===== src/rtl/sst_pkg.sv =====
package sst_pkg;
    typedef enum logic [1:0] {
        ST_IDLE  = 2'd0,
        ST_DATA  = 2'd1,
        ST_NINTH = 2'd2
    } sst_state_e;

    localparam int CTRL_W      = 8;
    localparam int B_CLKSEL    = 7;
    localparam int B_NINE      = 6;
    localparam int B_TXEN      = 5;
    localparam int B_SYNC      = 4;
    localparam int B_STATUS    = 1;
    localparam int B_NINTH_BIT = 0;
endpackage


===== src/rtl/sst_sck_sync.sv =====
module sst_sck_sync #(
    parameter int STAGES = 2
) (
    input  logic clk,
    input  logic rst_n,
    input  logic sck_i,
    output logic fall_o
);
    logic [STAGES:0] pipe_q;

    always_ff @(posedge clk or negedge rst_n) begin
        if (!rst_n) pipe_q <= '0;
        else        pipe_q <= {pipe_q[STAGES-1:0], sck_i};
    end

    assign fall_o = pipe_q[STAGES] & ~pipe_q[STAGES-1];
endmodule


===== src/rtl/sst_shifter.sv =====
module sst_shifter
    import sst_pkg::*;
#(
    parameter int DATA_W = 8
) (
    input  logic              clk,
    input  logic              rst_n,
    input  logic              active_i,
    input  logic              fall_i,
    input  logic              load_i,
    input  logic [DATA_W-1:0] load_data_i,
    input  logic              load_nine_i,
    input  logic              load_ninth_i,
    output logic              ready_o,
    output logic              empty_o,
    output logic              sdo_o
);
    localparam int IDX_W = (DATA_W > 1) ? $clog2(DATA_W) : 1;
    localparam logic [IDX_W-1:0] LAST_IDX = IDX_W'(DATA_W - 1);

    sst_state_e        st_q, st_d;
    logic [DATA_W-1:0] sh_q, sh_d;
    logic [IDX_W-1:0]  idx_q, idx_d;
    logic              nine_q, nine_d;
    logic              ninth_q, ninth_d;
    logic              word_end;

    assign word_end = fall_i & (((st_q == ST_DATA) & (idx_q == LAST_IDX) & ~nine_q)
                                | (st_q == ST_NINTH));
    assign ready_o  = (st_q == ST_IDLE) | word_end;

    always_comb begin
        st_d    = st_q;
        sh_d    = sh_q;
        idx_d   = idx_q;
        nine_d  = nine_q;
        ninth_d = ninth_q;
        if (!active_i) begin
            st_d = ST_IDLE;
        end else if (load_i) begin
            st_d    = ST_DATA;
            sh_d    = load_data_i;
            idx_d   = '0;
            nine_d  = load_nine_i;
            ninth_d = load_ninth_i;
        end else begin
            unique case (st_q)
                ST_IDLE: ;
                ST_DATA: begin
                    if (fall_i) begin
                        if (idx_q == LAST_IDX) begin
                            st_d = nine_q ? ST_NINTH : ST_IDLE;
                        end else begin
                            sh_d  = sh_q >> 1;
                            idx_d = idx_q + 1'b1;
                        end
                    end
                end
                ST_NINTH: if (fall_i) st_d = ST_IDLE;
                default:  st_d = ST_IDLE;
            endcase
        end
    end

    always_ff @(posedge clk or negedge rst_n) begin
        if (!rst_n) begin
            st_q    <= ST_IDLE;
            sh_q    <= '0;
            idx_q   <= '0;
            nine_q  <= 1'b0;
            ninth_q <= 1'b0;
        end else begin
            st_q    <= st_d;
            sh_q    <= sh_d;
            idx_q   <= idx_d;
            nine_q  <= nine_d;
            ninth_q <= ninth_d;
        end
    end

    always_comb begin
        empty_o = 1'b0;
        sdo_o   = 1'b0;
        unique case (st_q)
            ST_IDLE:  empty_o = 1'b1;
            ST_DATA:  sdo_o   = sh_q[0];
            ST_NINTH: sdo_o   = ninth_q;
            default:  empty_o = 1'b1;
        endcase
    end

    // inactive block is idle with a low output one cycle later
    assert_abort_idle_R9: assert property (@(posedge clk) disable iff (!rst_n)
        !active_i |=> (empty_o && !sdo_o));

    // data bit only moves after a detected falling edge
    assert_bit_hold_R7: assert property (@(posedge clk) disable iff (!rst_n)
        (st_q == ST_DATA && $past(st_q) == ST_DATA && !$past(fall_i) && $past(active_i))
        |-> $stable(sdo_o));
endmodule


===== src/rtl/sync_slave_tx.sv =====
module sync_slave_tx
    import sst_pkg::*;
#(
    parameter int DATA_W      = 8,
    parameter int SYNC_STAGES = 2
) (
    input  logic              clk,
    input  logic              rst_n,
    input  logic              port_en,
    input  logic              rx_cont_en,
    input  logic              rx_single_en,
    input  logic              int_en,
    input  logic              cfg_we,
    input  logic [CTRL_W-1:0] cfg_wdata,
    output logic [CTRL_W-1:0] cfg_rdata,
    input  logic              wr_stb,
    input  logic [DATA_W-1:0] wr_data,
    input  logic              ext_sck,
    output logic              sdo,
    output logic              buf_empty,
    output logic              shift_empty,
    output logic              irq
);
    localparam logic [CTRL_W-1:0] STATUS_MASK = CTRL_W'(1) << B_STATUS;

    logic [CTRL_W-1:0] ctrl_q;
    logic [DATA_W-1:0] hold_q;
    logic              hold_full_q;
    logic              sck_fall, shf_ready, active;
    logic              take_hold, take_direct, load;
    logic [DATA_W-1:0] load_data;

    always_ff @(posedge clk or negedge rst_n) begin
        if (!rst_n)      ctrl_q <= '0;
        else if (cfg_we) ctrl_q <= cfg_wdata & ~STATUS_MASK;
    end

    assign cfg_rdata = ctrl_q | (shift_empty ? STATUS_MASK : '0);

    assign active = ctrl_q[B_SYNC] & port_en & ~ctrl_q[B_CLKSEL] & ctrl_q[B_TXEN]
                  & ~rx_cont_en & ~rx_single_en;

    assign take_hold   = active & shf_ready & hold_full_q;
    assign take_direct = active & shf_ready & ~hold_full_q & wr_stb;
    assign load        = take_hold | take_direct;
    assign load_data   = hold_full_q ? hold_q : wr_data;

    always_ff @(posedge clk or negedge rst_n) begin
        if (!rst_n) begin
            hold_q      <= '0;
            hold_full_q <= 1'b0;
        end else if (take_hold) begin
            hold_full_q <= wr_stb;
            if (wr_stb) hold_q <= wr_data;
        end else if (wr_stb && !take_direct) begin
            hold_full_q <= 1'b1;
            hold_q      <= wr_data;
        end
    end

    assign buf_empty = ~hold_full_q;
    assign irq       = int_en & buf_empty;

    sst_sck_sync #(.STAGES(SYNC_STAGES)) sync_i (
        .clk    (clk),
        .rst_n  (rst_n),
        .sck_i  (ext_sck),
        .fall_o (sck_fall)
    );

    sst_shifter #(.DATA_W(DATA_W)) shf_i (
        .clk          (clk),
        .rst_n        (rst_n),
        .active_i     (active),
        .fall_i       (sck_fall),
        .load_i       (load),
        .load_data_i  (load_data),
        .load_nine_i  (ctrl_q[B_NINE]),
        .load_ninth_i (ctrl_q[B_NINTH_BIT]),
        .ready_o      (shf_ready),
        .empty_o      (shift_empty),
        .sdo_o        (sdo)
    );

    // write into an idle, active shifter starts shifting at once
    assert_direct_load_R3: assert property (@(posedge clk) disable iff (!rst_n)
        (wr_stb && buf_empty && active && shift_empty) |=> (!shift_empty && buf_empty));

    // write while shifter busy leaves the holding register full
    assert_hold_busy_R4: assert property (@(posedge clk) disable iff (!rst_n)
        (wr_stb && !shf_ready) |=> !buf_empty);

    // holding register only empties by feeding the shifter
    assert_handoff_R5: assert property (@(posedge clk) disable iff (!rst_n)
        $rose(buf_empty) |-> !shift_empty);
endmodule


===== config.mk =====
export PLATFORM = sky130hd
export DESIGN_NAME = sync_slave_tx
export DESIGN_NICKNAME = d
export VERILOG_FILES = /design/src/rtl/sst_pkg.sv /design/src/rtl/sst_sck_sync.sv /design/src/rtl/sst_shifter.sv /design/src/rtl/sync_slave_tx.sv
export SDC_FILE = /design/constraint.sdc
export NUM_CORES = 1
export LEC_CHECK = 0
export CORE_UTILIZATION = 44
export DETAILED_ROUTE_END_ITERATION = 8
export HOLD_SLACK_MARGIN = 0.1
export PLACE_DENSITY = 0.74
export SETUP_SLACK_MARGIN = 0.4
export SYNTH_ARGS = -nofsm -noshare
export SYNTH_HDL_FRONTEND = slang
export SYNTH_SLANG_ARGS = --single-unit

===== constraint.sdc =====
create_clock -name clk -period 1.79 [get_ports clk]
set_input_delay 0.2685 -clock clk [delete_from_list [all_inputs] [get_ports clk]]
set_output_delay 0.2685 -clock clk [all_outputs]
set_load 0.02 [all_outputs]

## Word level (Yosys, flattened, before mapping)

Index checks and enable logic that the tools add are counted.

- Bits in registers: 34
- Bits of input ports: 25
- Output and inout bits: 12
- Word-level logic and storage cells: 78

- Add/subtract/negate cells: 1
- Equal/unequal tests: 9
- Muxes and demuxes: 24
- Bitwise logic cells: 24
- Reductions and logical operators: 11

Operators with widths:

| operator | count |
|---|---|
| $mux W8 | 8 |
| $and A1 B1 Y1 | 14 |
| $mux W2 | 7 |
| $mux W3 | 4 |
| $ne A4 B3 Y1 const B | 2 |
| $or A8 B2 Y8 | 1 |
| $reduce_and A4 Y1 | 2 |
| $not A1 Y1 | 6 |
| $pmux W2 S3 | 1 |
| $reduce_bool A2 Y1 | 3 |
| $ne A2 B2 Y1 const B | 2 |
| $ne A4 B4 Y1 const B | 1 |
| $reduce_and A2 Y1 | 2 |
| $add A3 B1 Y3 const B | 1 |
| $eq A3 B3 Y1 const B | 1 |
| $mux W1 | 3 |
| $ne A3 B3 Y1 const B | 1 |
| $or A1 B1 Y1 | 3 |
| $eq A2 B1 Y1 const B | 1 |
| $eq A2 B2 Y1 const B | 1 |
| $logic_not A2 Y1 | 1 |
| $pmux W1 S2 | 1 |
| $reduce_or A2 Y1 | 1 |
| $logic_and A1 B1 Y1 | 1 |
| $logic_not A1 Y1 | 1 |

## Depth between registers and ports, before layout

- Depth after elaboration: 13
- Mapped depth: 8
- Mapped depth without buffers: 7

## Hierarchy

Synthesis repeated with hierarchy kept, for this count alone.

- Cell total of the unflattened synthesis: 119
- Area total of the unflattened synthesis: 1,685.4 µm²

Modules (own cells, without submodules):

| module | instances | cells an instance | area an instance (µm²) |
|---|---|---|---|
| sst_shifter | 1 | 63 | 825.8 |
| sync_slave_tx | 1 | 52 | 770.7 |
| sst_sck_sync | 1 | 4 | 88.8 |

## Worst setup path after synthesis

OpenSTA, ideal clock, no wires.

- Path type: reg-to-reg
- From: register shf_i.idx_q[0]
- To: register shf_i.nine_q
- Arrival time: 1,806 ps
- Path slack: -140 ps
- Cell stages (with the launch flop): 8
- Path buffers: 1
- Path through: dfrtp_1 > ha_1 > ha_1 > and3b_1 > o21a_1 > o221ai_1 > buf_2 > mux2_2

- Word-level cells in the longest chain between the ends: 11
- Elaborated cells on any way between the ends: 12
- Those cells by class: eq/ne: 1; bitwise: 10; reduce/logical: 1

RTL lines:

| element | RTL line | text |
|---|---|---|
| start: declaration | sst_shifter.sv:23 | `logic [IDX_W-1:0] idx_q, idx_d;` |
| start signal: assignment | sst_shifter.sv:75 | `idx_q <= idx_d;` |
| $eq A3 B3 Y1 * | sst_shifter.sv:28 | `assign word_end = fall_i & (((st_q == ST_DATA) & (idx_q == LAST_IDX) & ~nine_q)` |
| $and A1 B1 Y1 * (2 in series) | sst_shifter.sv:28 |  |
| $or A1 B1 Y1 * | sst_shifter.sv:29 | `\| (st_q == ST_NINTH));` |
| $and A1 B1 Y1 * | sst_shifter.sv:28 |  |
| $or A1 B1 Y1 * | sst_shifter.sv:30 | `assign ready_o = (st_q == ST_IDLE) \| word_end;` |
| $and A1 B1 Y1 * | sync_slave_tx.sv:43, sync_slave_tx.sv:44 |  |
| $and A1 B1 Y1 (2 in series) | sync_slave_tx.sv:44 | `assign take_direct = active & shf_ready & ~hold_full_q & wr_stb;` |
| $or A1 B1 Y1 * | sync_slave_tx.sv:45 | `assign load = take_hold \| take_direct;` |
| $reduce_and A2 Y1 (no source line) * | -- |  |
| end signal: assignment | sst_shifter.sv:76 | `nine_q <= nine_d;` |
| end: declaration | sst_shifter.sv:24 | `logic nine_q, nine_d;` |

Mark *: on every way between the ends. The rest lies on a longest branch, timed or not.
A chain may end at the register's enable or synchronous reset.

## Worst setup path after layout

- From: register shf_i.idx_q[0]
- To: register hold_q[4]

- Word-level cells in the longest chain between the ends: 13
- Elaborated cells on any way between the ends: 16
- Those cells by class: eq/ne: 2; mux: 1; bitwise: 9; reduce/logical: 4

RTL lines:

| element | RTL line | text |
|---|---|---|
| $eq A3 B3 Y1 * | sst_shifter.sv:28 |  |
| $and A1 B1 Y1 * (2 in series) | sst_shifter.sv:28 |  |
| $or A1 B1 Y1 * | sst_shifter.sv:29 |  |
| $and A1 B1 Y1 * | sst_shifter.sv:28 |  |
| $or A1 B1 Y1 * | sst_shifter.sv:30 |  |
| $and A1 B1 Y1 * | sync_slave_tx.sv:43, sync_slave_tx.sv:44 |  |
| $and A1 B1 Y1 (2 in series) | sync_slave_tx.sv:44 |  |
| $logic_not A1 Y1 | sync_slave_tx.sv:55 | `end else if (wr_stb && !take_direct) begin` |
| $logic_and A1 B1 Y1 | sync_slave_tx.sv:55 |  |
| $reduce_bool A2 Y1 (no source line) | -- |  |
| $reduce_and A2 Y1 (no source line) | -- |  |
| end signal: assignment | sync_slave_tx.sv:54 | `if (wr_stb) hold_q <= wr_data;` |
| end signal: assignment | sync_slave_tx.sv:57 | `hold_q <= wr_data;` |
| end: declaration | sync_slave_tx.sv:27 | `logic [DATA_W-1:0] hold_q;` |

Marked as above.

==> key figures <==
Timing
  • Final setup violation count: 20
  • Max-slew violation total from the final report: 0
  • Worst-case headroom to the max-slew limit: between 70% and 80%
  • Tightest Pin Transition: ~0.43 ns
  • Largest clock skew in the final design: between 0.006 and 0.007 ns
  • Fin. Hold Viols: 0
  • Fin crit period: 1.93 ns
  • Max Fclk: between 0.5 and 0.6 GHz
  • Slack of the critical path: -0.142 ns
  • Unrepaired setup endpoints after global routing: yes
  • Portion of the clock cycle consumed by the worst path in the final layout: 108%

Place
  • Placed cell count: 220
  • Total half-perimeter wirelength after legalization and detailed placement: around 2300 um
  • Final weighted congestion of routability-driven global placement: 0.826
  • Port-buffer cells: 35

Yosys
  • Count of yosys warnings during synthesis: 0
  • Post-synthesis sequential area ratio: 52.8%
  • Fraction of synthesis flops using an asynchronous set or reset pin: 100%
  • Synthesized netlist net count: 161
  • Leading area contributor after synthesis: sky130_fd_sc_hd__dfrtp_1
  • Yosys top cell area share: a little over half
  • Synthesis-stage register bit count: 34
  • Number of enable flip-flop cells after synthesis: 0
  • Syn Area/Cell: approximately 12 um2
  • Most instantiated flip-flop cell in the synthesis netlist: sky130_fd_sc_hd__dfrtp_1
  • Unique masters post-synth: 30
  • Synth Instances: about 130
  • Main area contributors after synthesis: sky130_fd_sc_hd__dfrtp_1 (53%), sky130_fd_sc_hd__mux2_2 (12%), sky130_fd_sc_hd__mux2i_1 (6.8%)
  • Mapped cell area: approximately 1600 um2

Die
  • Area of the placeable core: 3420 um2
  • Width of the die: around 62 um
  • Starting density of the core: between 40% and 50%
  • Die Height: approximately 62 um
  • Total die area: 3910 um2
  • Number of core rows: 21
  • Top-level I/O count: 37

Power
  • Maximum resistive drop on vdd: roughly 570 uV
  • Overall Power: between 1.5 and 2 mW
  • Internal power: between 1 and 1.5 mW
  • Fraction of power consumed by combinational cells: 19.0%
  • Switching share of power: approximately a quarter
  • Switching power of the nets: between 0.4 and 0.5 mW
  • Clock power share: approximately a quarter
  • Leakage dissipation: roughly 1.1 nW
  • Power Density: 714 nW/um2
  • Part of the total power dissipated in sequential elements: 56.0%

Finish
  • Layout cells sized above 1: between 40% and 50%
  • Antenna cells: 0
  • Area Overhead vs Synth: 49.3%
  • Combined area of the multi-input logic cells: approximately 850 um2
  • Fill count: ~240
  • Final nets: about 220
  • Area taken by flip-flops and latches: ~850 um2
  • Final standard cell count with taps included and fillers excluded: about 230

Drt
  • Detail Route met3 WL: between 100 and 150 um
  • Vias: ~1,200
  • Highest routed layer: met4
  • Average wire per standard cell: approximately 15 um
  • Detailed-route DRC error count: 0
  • Total length of routed wires: 3480 um
  • Initial DRC count: 20
  • Number of vias per cell after detailed routing: between 5 and 6
  • Post-route ant nets: 0
  • Total routed wire length on the met1 layer: between 1500 and 2000 um
  • Met2 wire length: 1780 um
  • First-pass DRT Iterations: 4

Clock network
  • Cts bufs inserted: 5
  • Hold-fix buffer count after cts: 0
  • Clock tree from TritonCTS: done
  • Number of buffers between clock root and the deepest sink: 2
  • Latest clock arrival within the worst-skew pair: 0.33 ns
  • Buffer type at the clock tree root: sky130_fd_sc_hd__clkbuf_4
  • Clk sinks: 34
  • H-tree depth reported by CTS: 2
  • Clk pin slew, worst setup/hold paths: roughly 0.1 ns

Setup path
  • Worst Path Max Fanout: 8
  • Critical register-to-register path endpoint: hold_q[4]$_DFFE_PN0P_
  • Depth of the worst register-to-register path: 8
  • Worst R2R Start: shf_i.idx_q[0]$_DFFE_PN0P_
  • CP Class: flip-flop to flip-flop
  • CP required: between 2 and 2.5 ns
  • Crit path DAT: between 2 and 2.5 ns
  • Startpoint Class: flip-flop
  • FF-to-FF setup slack: -0.14 ns
  • Type of element capturing the critical path: flip-flop

Global routing
  • Antenna violations before repair: 0
  • Global-route total usage across every layer: 19.1%
  • Largest net degree at the start of global routing: 35
  • Leftover overflow at the end of global routing: 0
  • Global-route wire length before repair: roughly 5700 um
  • Via count of the first global-routing pass: around 1,300

Outcome
  • Outcome: finished, violations left
  • Failing checks: setup timing

Job
  • Max-capacitance violation count: 0

Worst hold path
  • Worst hold path type: input pin to asynchronous set/reset pin
## registers in the layout, summed over array words and instances (netlist names)
signal and cells:
hold_full_q 1, shf_i.ninth_q 1, shf_i.idx_q 3, hold_q 8, shf_i.sh_q 8, ctrl_q 7, shf_i.nine_q 1, shf_i.st_q 2
sync_i.pipe_q 3
## placed cells by master, fill, tap and decap left out, types with 2 or more instances in the layout
cell / Yosys / final
sky130_fd_sc_hd__dfrtp_1: 34 / 31
sky130_fd_sc_hd__clkdlybuf4s50_1: 0 / 23
sky130_fd_sc_hd__buf_4: 3 / 15
sky130_fd_sc_hd__mux2i_1: 11 / 11
sky130_fd_sc_hd__mux2_4: 0 / 10
sky130_fd_sc_hd__buf_6: 0 / 9
sky130_fd_sc_hd__nor2b_1: 9 / 8
sky130_fd_sc_hd__a21oi_1: 8 / 8
sky130_fd_sc_hd__nor2_1: 9 / 7
sky130_fd_sc_hd__mux2_2: 17 / 7
sky130_fd_sc_hd__a211oi_1: 8 / 5
sky130_fd_sc_hd__clkbuf_4: 0 / 5
sky130_fd_sc_hd__ha_4: 0 / 4
sky130_fd_sc_hd__dlygate4sd2_1: 0 / 4
sky130_fd_sc_hd__a211oi_2: 0 / 3
sky130_fd_sc_hd__dfrtp_2: 0 / 3
sky130_fd_sc_hd__buf_12: 0 / 3
sky130_fd_sc_hd__inv_2: 0 / 2
sky130_fd_sc_hd__nand3_2: 1 / 2
sky130_fd_sc_hd__clkbuf_2: 0 / 2
## per-layer routing
metal,vias to the layer above,global-route usage [%]
met1,582,21.7
met2,27,32.9
met5,-,0
li1,577,-
met4,0,7.27
met3,9,6.39
## critical path: stages, from the launching register on
cell and delay [ns]:
sky130_fd_sc_hd__dfrtp_1 0.37, sky130_fd_sc_hd__ha_2 0.19, sky130_fd_sc_hd__ha_4 0.13, sky130_fd_sc_hd__and3b_1 0.15, sky130_fd_sc_hd__o21a_2 0.17, sky130_fd_sc_hd__nor2_4 0.05
sky130_fd_sc_hd__o31ai_4 0.28, sky130_fd_sc_hd__buf_12 0.18, sky130_fd_sc_hd__mux2_4 0.30
## cell type report
| class | instances | area share [%] |
|---|---|---|
| well taps | 46 | 2.39 |
| repair buffers | 58 | 23.5 |
| clock buffers | 7 | 2.29 |
| flip-flops and latches | 34 | 35.6 |
| inverters | 4 | 0.729 |
| multi-input cells | 84 | 35.6 |
## metrics by stage
stage | hold slack (ns) | TNS, ns | cell area [um2] | utilization [%] | worst slack, ns
floorplan | -0.0271 | -0.583 | 1660 | - | -0.0582
global placement | 0.335 | -4.44 | 2160 | 63.3 | -0.258
detailed placement | 0.344 | -5.26 | 2160 | 63.3 | -0.292
CTS | 0.326 | -1.60 | 2360 | 69.0 | -0.127
global route | 0.352 | -3.32 | 2400 | 70.4 | -0.202
finish | 0.333 | -2.03 | 2400 | 70.4 | -0.142
## what timing repair did
item                                    CTS  global route
hold endpoints to repair                  0             0
pin swaps                                16             4
gates resized for setup                  58            19
buffers inserted                          5             1
cloned                                    0             0
endpoints found under the setup margin   36            32
## cell families after synthesis
family | share of synthesized area (%)
mux | 18.7
flops | 52.8
buf+inv | 3.88
fa+ha+maj | 3.89
xor+xnor | 0.544
compound gates | 9.79
simple gates | 10.3
## worst max-delay path by stage
stage                                endpoint  slack, ns                       start  cells after the start
floorplan               hold_q[0]$_DFFE_PN0P_      -0.06  shf_i.idx_q[0]$_DFFE_PN0P_                      7
global placement    shf_i.sh_q[4]$_DFFE_PN0P_      -0.26                  rx_cont_en                      7
detailed placement      hold_q[4]$_DFFE_PN0P_      -0.29                  rx_cont_en                      6
CTS                  shf_i.nine_q$_DFFE_PN0P_      -0.13  shf_i.idx_q[1]$_DFFE_PN0P_                      7
global route            hold_q[5]$_DFFE_PN0P_      -0.20  shf_i.idx_q[0]$_DFFE_PN0P_                      8
finish                  hold_q[4]$_DFFE_PN0P_      -0.14  shf_i.idx_q[0]$_DFFE_PN0P_                      8
## cell usage after synthesis, drive strengths merged, types with 2 or more instances
library cell	instances
dfrtp	34
mux2	17
mux2i	11
nor2	9
nor2b	9
a211oi	8
a21oi	8
buf	6
ha	5
inv	4
clkbuf	3
and3	2
nand3	2
o31ai	2
## power groups by stage
stage               combinational (mW)  sequential, mW  clock, mW
floorplan                        0.158           0.962          0
global placement                 0.294           0.963          0
detailed placement               0.303           0.969          0
CTS                              0.312           0.958      0.445
global route                     0.356           0.973      0.479
finish                           0.326           0.960      0.430
Note: power is estimated with default switching activity, not from simulation.
